`config.mk`:
```
export PLATFORM = sky130hd
export DESIGN_NAME = gh_branch_predictor
export DESIGN_NICKNAME = d
export VERILOG_FILES = /design/src/rtl/bp_pkg.sv /design/src/rtl/bp_history.sv /design/src/rtl/bp_entry_next.sv /design/src/rtl/bp_bank.sv /design/src/rtl/gh_branch_predictor.sv
export SDC_FILE = /design/constraint.sdc
export NUM_CORES = 1
export LEC_CHECK = 0
export ABC_CLOCK_PERIOD_IN_PS = 4430
export BUFFER_PORTS_ARGS = -buffer_cell sky130_fd_sc_hd__buf_2
export CORE_AREA = 4 4 102 176
export DETAILED_ROUTE_END_ITERATION = 16
export DIE_AREA = 0 0 106 180
export GPL_TIMING_DRIVEN = 0
export MAX_ROUTING_LAYER = met4
export PLACE_DENSITY = 0.68
export SYNTH_ARGS = -nofsm -noshare
export SYNTH_HDL_FRONTEND = slang
export SYNTH_HIERARCHICAL = 1
export SYNTH_SLANG_ARGS = --single-unit
```
`constraint.sdc`:
```
create_clock -name clk -period 4.43 [get_ports clk]
set_input_delay 0.443 -clock clk [delete_from_list [all_inputs] [get_ports clk]]
set_output_delay 0.443 -clock clk [all_outputs]
set_load 0.005 [all_outputs]
```
`src/rtl/bp_pkg.sv`:
```
// Shared types for the branch direction predictor.
// Entry encoding: bit 1 = predicted direction (1 = taken), bit 0 = last guess was wrong.
package bp_pkg;

    typedef enum logic [1:0] {
        ST_NT_RIGHT = 2'b00,
        ST_NT_WRONG = 2'b01,
        ST_T_RIGHT  = 2'b10,
        ST_T_WRONG  = 2'b11
    } ctr_t;

endpackage

```
`src/rtl/bp_history.sv`:
```
// Global outcome history shift register.
// Assumes one resolved branch at most per cycle; the newest outcome lands in bit 0.
module bp_history #(
    parameter int HIST_W = 2
) (
    input  logic              clk,
    input  logic              rst_n,
    input  logic              shift_en,
    input  logic              taken,
    output logic [HIST_W-1:0] hist
);

    logic [HIST_W-1:0] hist_q;

    generate
        if (HIST_W == 1) begin : g_single
            // Keep only the latest outcome.
            always_ff @(posedge clk) begin
                if (!rst_n)        hist_q <= '0;
                else if (shift_en) hist_q <= taken;
            end
        end else begin : g_shift
            // Shift the latest outcome in at bit 0 and drop the oldest bit.
            always_ff @(posedge clk) begin
                if (!rst_n)        hist_q <= '0;
                else if (shift_en) hist_q <= {hist_q[HIST_W-2:0], taken};
            end
        end
    endgenerate

    assign hist = hist_q;

endmodule

```
`src/rtl/bp_entry_next.sv`:
```
// Next-state function of one two-bit prediction entry.
// The direction changes only when an entry already marked wrong misses again.
module bp_entry_next
    import bp_pkg::*;
(
    input  ctr_t cur,
    input  logic taken,
    output ctr_t nxt
);

    logic dir;
    logic was_wrong;
    logic miss;

    assign dir       = cur[1];
    assign was_wrong = cur[0];
    assign miss      = (dir != taken);

    // Choose the new state from the hit/miss result and the current right/wrong flag.
    always_comb begin
        if (!miss)          nxt = ctr_t'({dir, 1'b0});
        else if (!was_wrong) nxt = ctr_t'({dir, 1'b1});
        else                 nxt = ctr_t'({~dir, 1'b1});
    end

endmodule

```
`src/rtl/bp_bank.sv`:
```
// One bank of 2**IDX_W prediction entries.
// It has one combinational read port and one write port that applies the entry
// next-state function. A read of the entry being written returns the old value.
module bp_bank
    import bp_pkg::*;
#(
    parameter int IDX_W = 4
) (
    input  logic             clk,
    input  logic             rst_n,
    input  logic [IDX_W-1:0] rd_idx,
    output ctr_t             rd_state,
    input  logic             wr_en,
    input  logic [IDX_W-1:0] wr_idx,
    input  logic             wr_taken
);

    localparam int DEPTH = 1 << IDX_W;

    ctr_t ent [DEPTH];
    ctr_t wr_cur;
    ctr_t wr_nxt;

    assign wr_cur = ent[wr_idx];

    bp_entry_next u_next (
        .cur   (wr_cur),
        .taken (wr_taken),
        .nxt   (wr_nxt)
    );

    // Clear every entry on reset; otherwise write the trained state of the addressed entry.
    always_ff @(posedge clk) begin
        if (!rst_n) begin
            for (int i = 0; i < DEPTH; i++) ent[i] <= ST_NT_RIGHT;
        end else if (wr_en) begin
            ent[wr_idx] <= wr_nxt;
        end
    end

    assign rd_state = ent[rd_idx];

endmodule

```
`src/rtl/gh_branch_predictor.sv`:
```
// Two-level branch direction predictor with a global history.
// The current history selects one of 2**HIST_W banks for lookup. An update trains
// the bank named by the history value returned at prediction time.
// Assumes word-aligned addresses, so the entry index starts at bit 2.
module gh_branch_predictor
    import bp_pkg::*;
#(
    parameter int PC_W   = 32,
    parameter int IDX_W  = 4,
    parameter int HIST_W = 2
) (
    input  logic              clk,
    input  logic              rst_n,
    input  logic [PC_W-1:0]   lk_pc,
    output logic              lk_taken,
    output logic [HIST_W-1:0] lk_hist,
    input  logic              upd_valid,
    input  logic [PC_W-1:0]   upd_pc,
    input  logic [HIST_W-1:0] upd_hist,
    input  logic              upd_taken
);

    localparam int BANKS = 1 << HIST_W;
    localparam int IDX_LO = 2;
    localparam int IDX_HI = IDX_LO + IDX_W - 1;

    logic [IDX_W-1:0]  lk_idx;
    logic [IDX_W-1:0]  upd_idx;
    logic [HIST_W-1:0] ghr;
    ctr_t              bank_rd [BANKS];

    // Address bits that do not take part in indexing.
    logic lk_pc_unused;
    logic upd_pc_unused;
    assign lk_pc_unused  = ^{lk_pc[PC_W-1:IDX_HI+1], lk_pc[IDX_LO-1:0]};
    assign upd_pc_unused = ^{upd_pc[PC_W-1:IDX_HI+1], upd_pc[IDX_LO-1:0]};

    assign lk_idx  = lk_pc[IDX_HI:IDX_LO];
    assign upd_idx = upd_pc[IDX_HI:IDX_LO];

    bp_history #(.HIST_W(HIST_W)) u_hist (
        .clk      (clk),
        .rst_n    (rst_n),
        .shift_en (upd_valid),
        .taken    (upd_taken),
        .hist     (ghr)
    );

    generate
        for (genvar b = 0; b < BANKS; b++) begin : g_bank
            logic wr_sel;
            assign wr_sel = upd_valid && (upd_hist == HIST_W'(b));

            bp_bank #(.IDX_W(IDX_W)) u_bank (
                .clk      (clk),
                .rst_n    (rst_n),
                .rd_idx   (lk_idx),
                .rd_state (bank_rd[b]),
                .wr_en    (wr_sel),
                .wr_idx   (upd_idx),
                .wr_taken (upd_taken)
            );
        end
    endgenerate

    assign lk_taken = bank_rd[ghr][1];
    assign lk_hist  = ghr;

endmodule

```
==> run metrics <==
outcome=finished, violations left; failing checks=DRC; Port-buffer cells=12; Remaining DRCs=2; number of global-route vias before repair=~5,400; crit path DAT=about 2.3 ns; worst-path cell chain=mux4_2 -> a22oi_1 -> nand3_1 -> mux4_2 -> buf_2; detailed-placement wirelength estimate=~13,000 um; layout cells sized above 1=approximately 16%; drt initial violations=~370; most frequent cell on the critical path=mux4_2; Final Hold Viols=0; largest net degree at the start of global routing=23; Worst EP required=~4.0 ns; clock latency on the worst-skew pair=0.42 ns; Fmax=367 MHz; Clock Root Buffer=clkbuf_16; Post-Syn Instances=about 600; startpoint types=register; Nets=700; YS warnings=6; Die Ht=between 150 and 200 um; via count=between 5,000 and 6,000; total grt overflow=0; CTS HTree Levels=4; routability cong.=roughly 0.85; Initial Utilization=46.6%; Initial DRT Pass Iterations=11; Fin Setup TNS=0 ns; Num CTS Buffers=17; TritonCTS clock tree=built; initial antenna violation count=0; Area growth, synth to finish=13.1%; post-synth net total=669; Final Cycle Share=61.5%; Critical-path top delay cell=mux4_2; Synth Cell Area=between 7000 and 8000 um2; clk_skew=between 0.007 and 0.008 ns; vias per inst=slightly above 6; post-CTS resize count=0; peak supply drop=approximately 220 uV; slew margin rel.=about two fifths; actual slew at the worst max-slew pin=approximately 0.90 ns; cts hold-fix bufs=0; width of the die=106 um; syn avg cell area=~13 um2; post-route insts no fill=~870; pins over their slew limit=0; total routed wirelength=~19,000 um; Routed wire per std cell=approximately 21 um; Ports=73; postcts setup bufs=0; min cycle time layout=2.73 ns; fillcell total=between 1,000 and 1,500; antenna cells=0; post-route ant nets=0; GRT Total Usage=20.5%; # rows=62; HP Class=primary input to register; Critical Path Max Stage Delay=about 0.48 ns; core area=~16,000 um2; clock tree buffer depth=2; critical-path maximum fanout=2; Setup CP Type=register to primary output; die area=19,100 um2; setup violators final=0; RSZ-0062 raised after global routing=no; first-pass GRT wire length=29,100 um; Clock Pin Slew Worst Setup and Hold Paths=about 0.060 ns; pwr dens=386 nW/um2; placed insts=approximately 840; clock sink count=130; Max Cap Viol=0; Crit. End Element=primary output; Pleak=between 3 and 4 nW
routing by layer:
metal	track usage [%]	vias to the layer above	share of wire, %
met4	7.73	0	2.9
met2	38.3	205	57
met1	20.9	2604	35
met3	3.66	44	5.0
li1	-	2404	-
met5	-	-	0
stage by stage:
stage                     utilization, %  power [mW]  hold slack [ns]  setup WS [ns]  area (um2)
after floorplan                        -        1.67            0.528           2.21        7670
after global placement              48.7        1.77            0.526           1.91        8010
after detailed placement            48.7        1.79            0.558           1.83        8010
after CTS                           52.7        3.36            0.408           1.68        8670
after global routing                52.7        3.44            0.420           1.62        8670
final                               52.7        3.35            0.424           1.70        8670
area by class of cell:
| type | count | area (um2) | area share, % |
|---|---|---|---|
| Buffer | 52 | 320 | 3.69 |
| Clock buffer | 18 | 429 | 4.95 |
| Clock inverter | 14 | 236 | 2.73 |
| Multi-Input combinational cell | 417 | 3460 | 39.9 |
| Sequential cell | 130 | 3880 | 44.8 |
| Tap cell | 224 | 280 | 3.23 |
| Timing Repair Buffer | 12 | 60.1 | 0.692 |
flip-flops by register name (all words and copies together) (netlist names):
register / flops
g_bank.u_bank/ent: 128
u_hist/hist: 2
cells in the final DEF, fill, tap and decap left out, drive strengths merged:
cell and n:
a22oi 12, and2 48, and3 73, and3b 2, and4b 8, and4bb 4
buf 44, bufinv 6, clkbuf 38, clkinv 6, clkinvlp 2, dfxtp 2
edfxtp 128, mux2 4, mux2i 2, mux4 49, nand2 40, nand2b 8
nand3 24, nand4 4, nand4b 8, nand4bb 4, nor2 36, nor2b 26
nor3b 1, nor4b 8, o21ai 48, o31ai 4, xor2 4
path summary, 6_finish.rpt:
path                                     end                  startpoint  depth (start not counted)  slack (ns)
setup reg to reg  g_bank[2].u_bank/ent[0][0]  g_bank[2].u_bank/ent[3][1]                          7        2.06
setup / recovery                    lk_taken  g_bank[3].u_bank/ent[3][1]                          5        1.70
hold / removal                u_hist/hist[0]                   upd_valid                          3        0.42
hold reg to reg               u_hist/hist[1]              u_hist/hist[1]                          2        0.57
report_power, final:
group / switching, mW / internal [mW]
sequential: 0.0176 / 1.39
combinational: 0.218 / 0.139
clock: 0.529 / 1.05
critical path, delay by kind of cell (launching register included):
family	cells	cell delay (ns)
compound gates	1	0.21
buf+inv	1	0.14
flops	1	0.40
mux	2	0.96
simple gates	1	0.16
(Power assumes the default switching activity.)
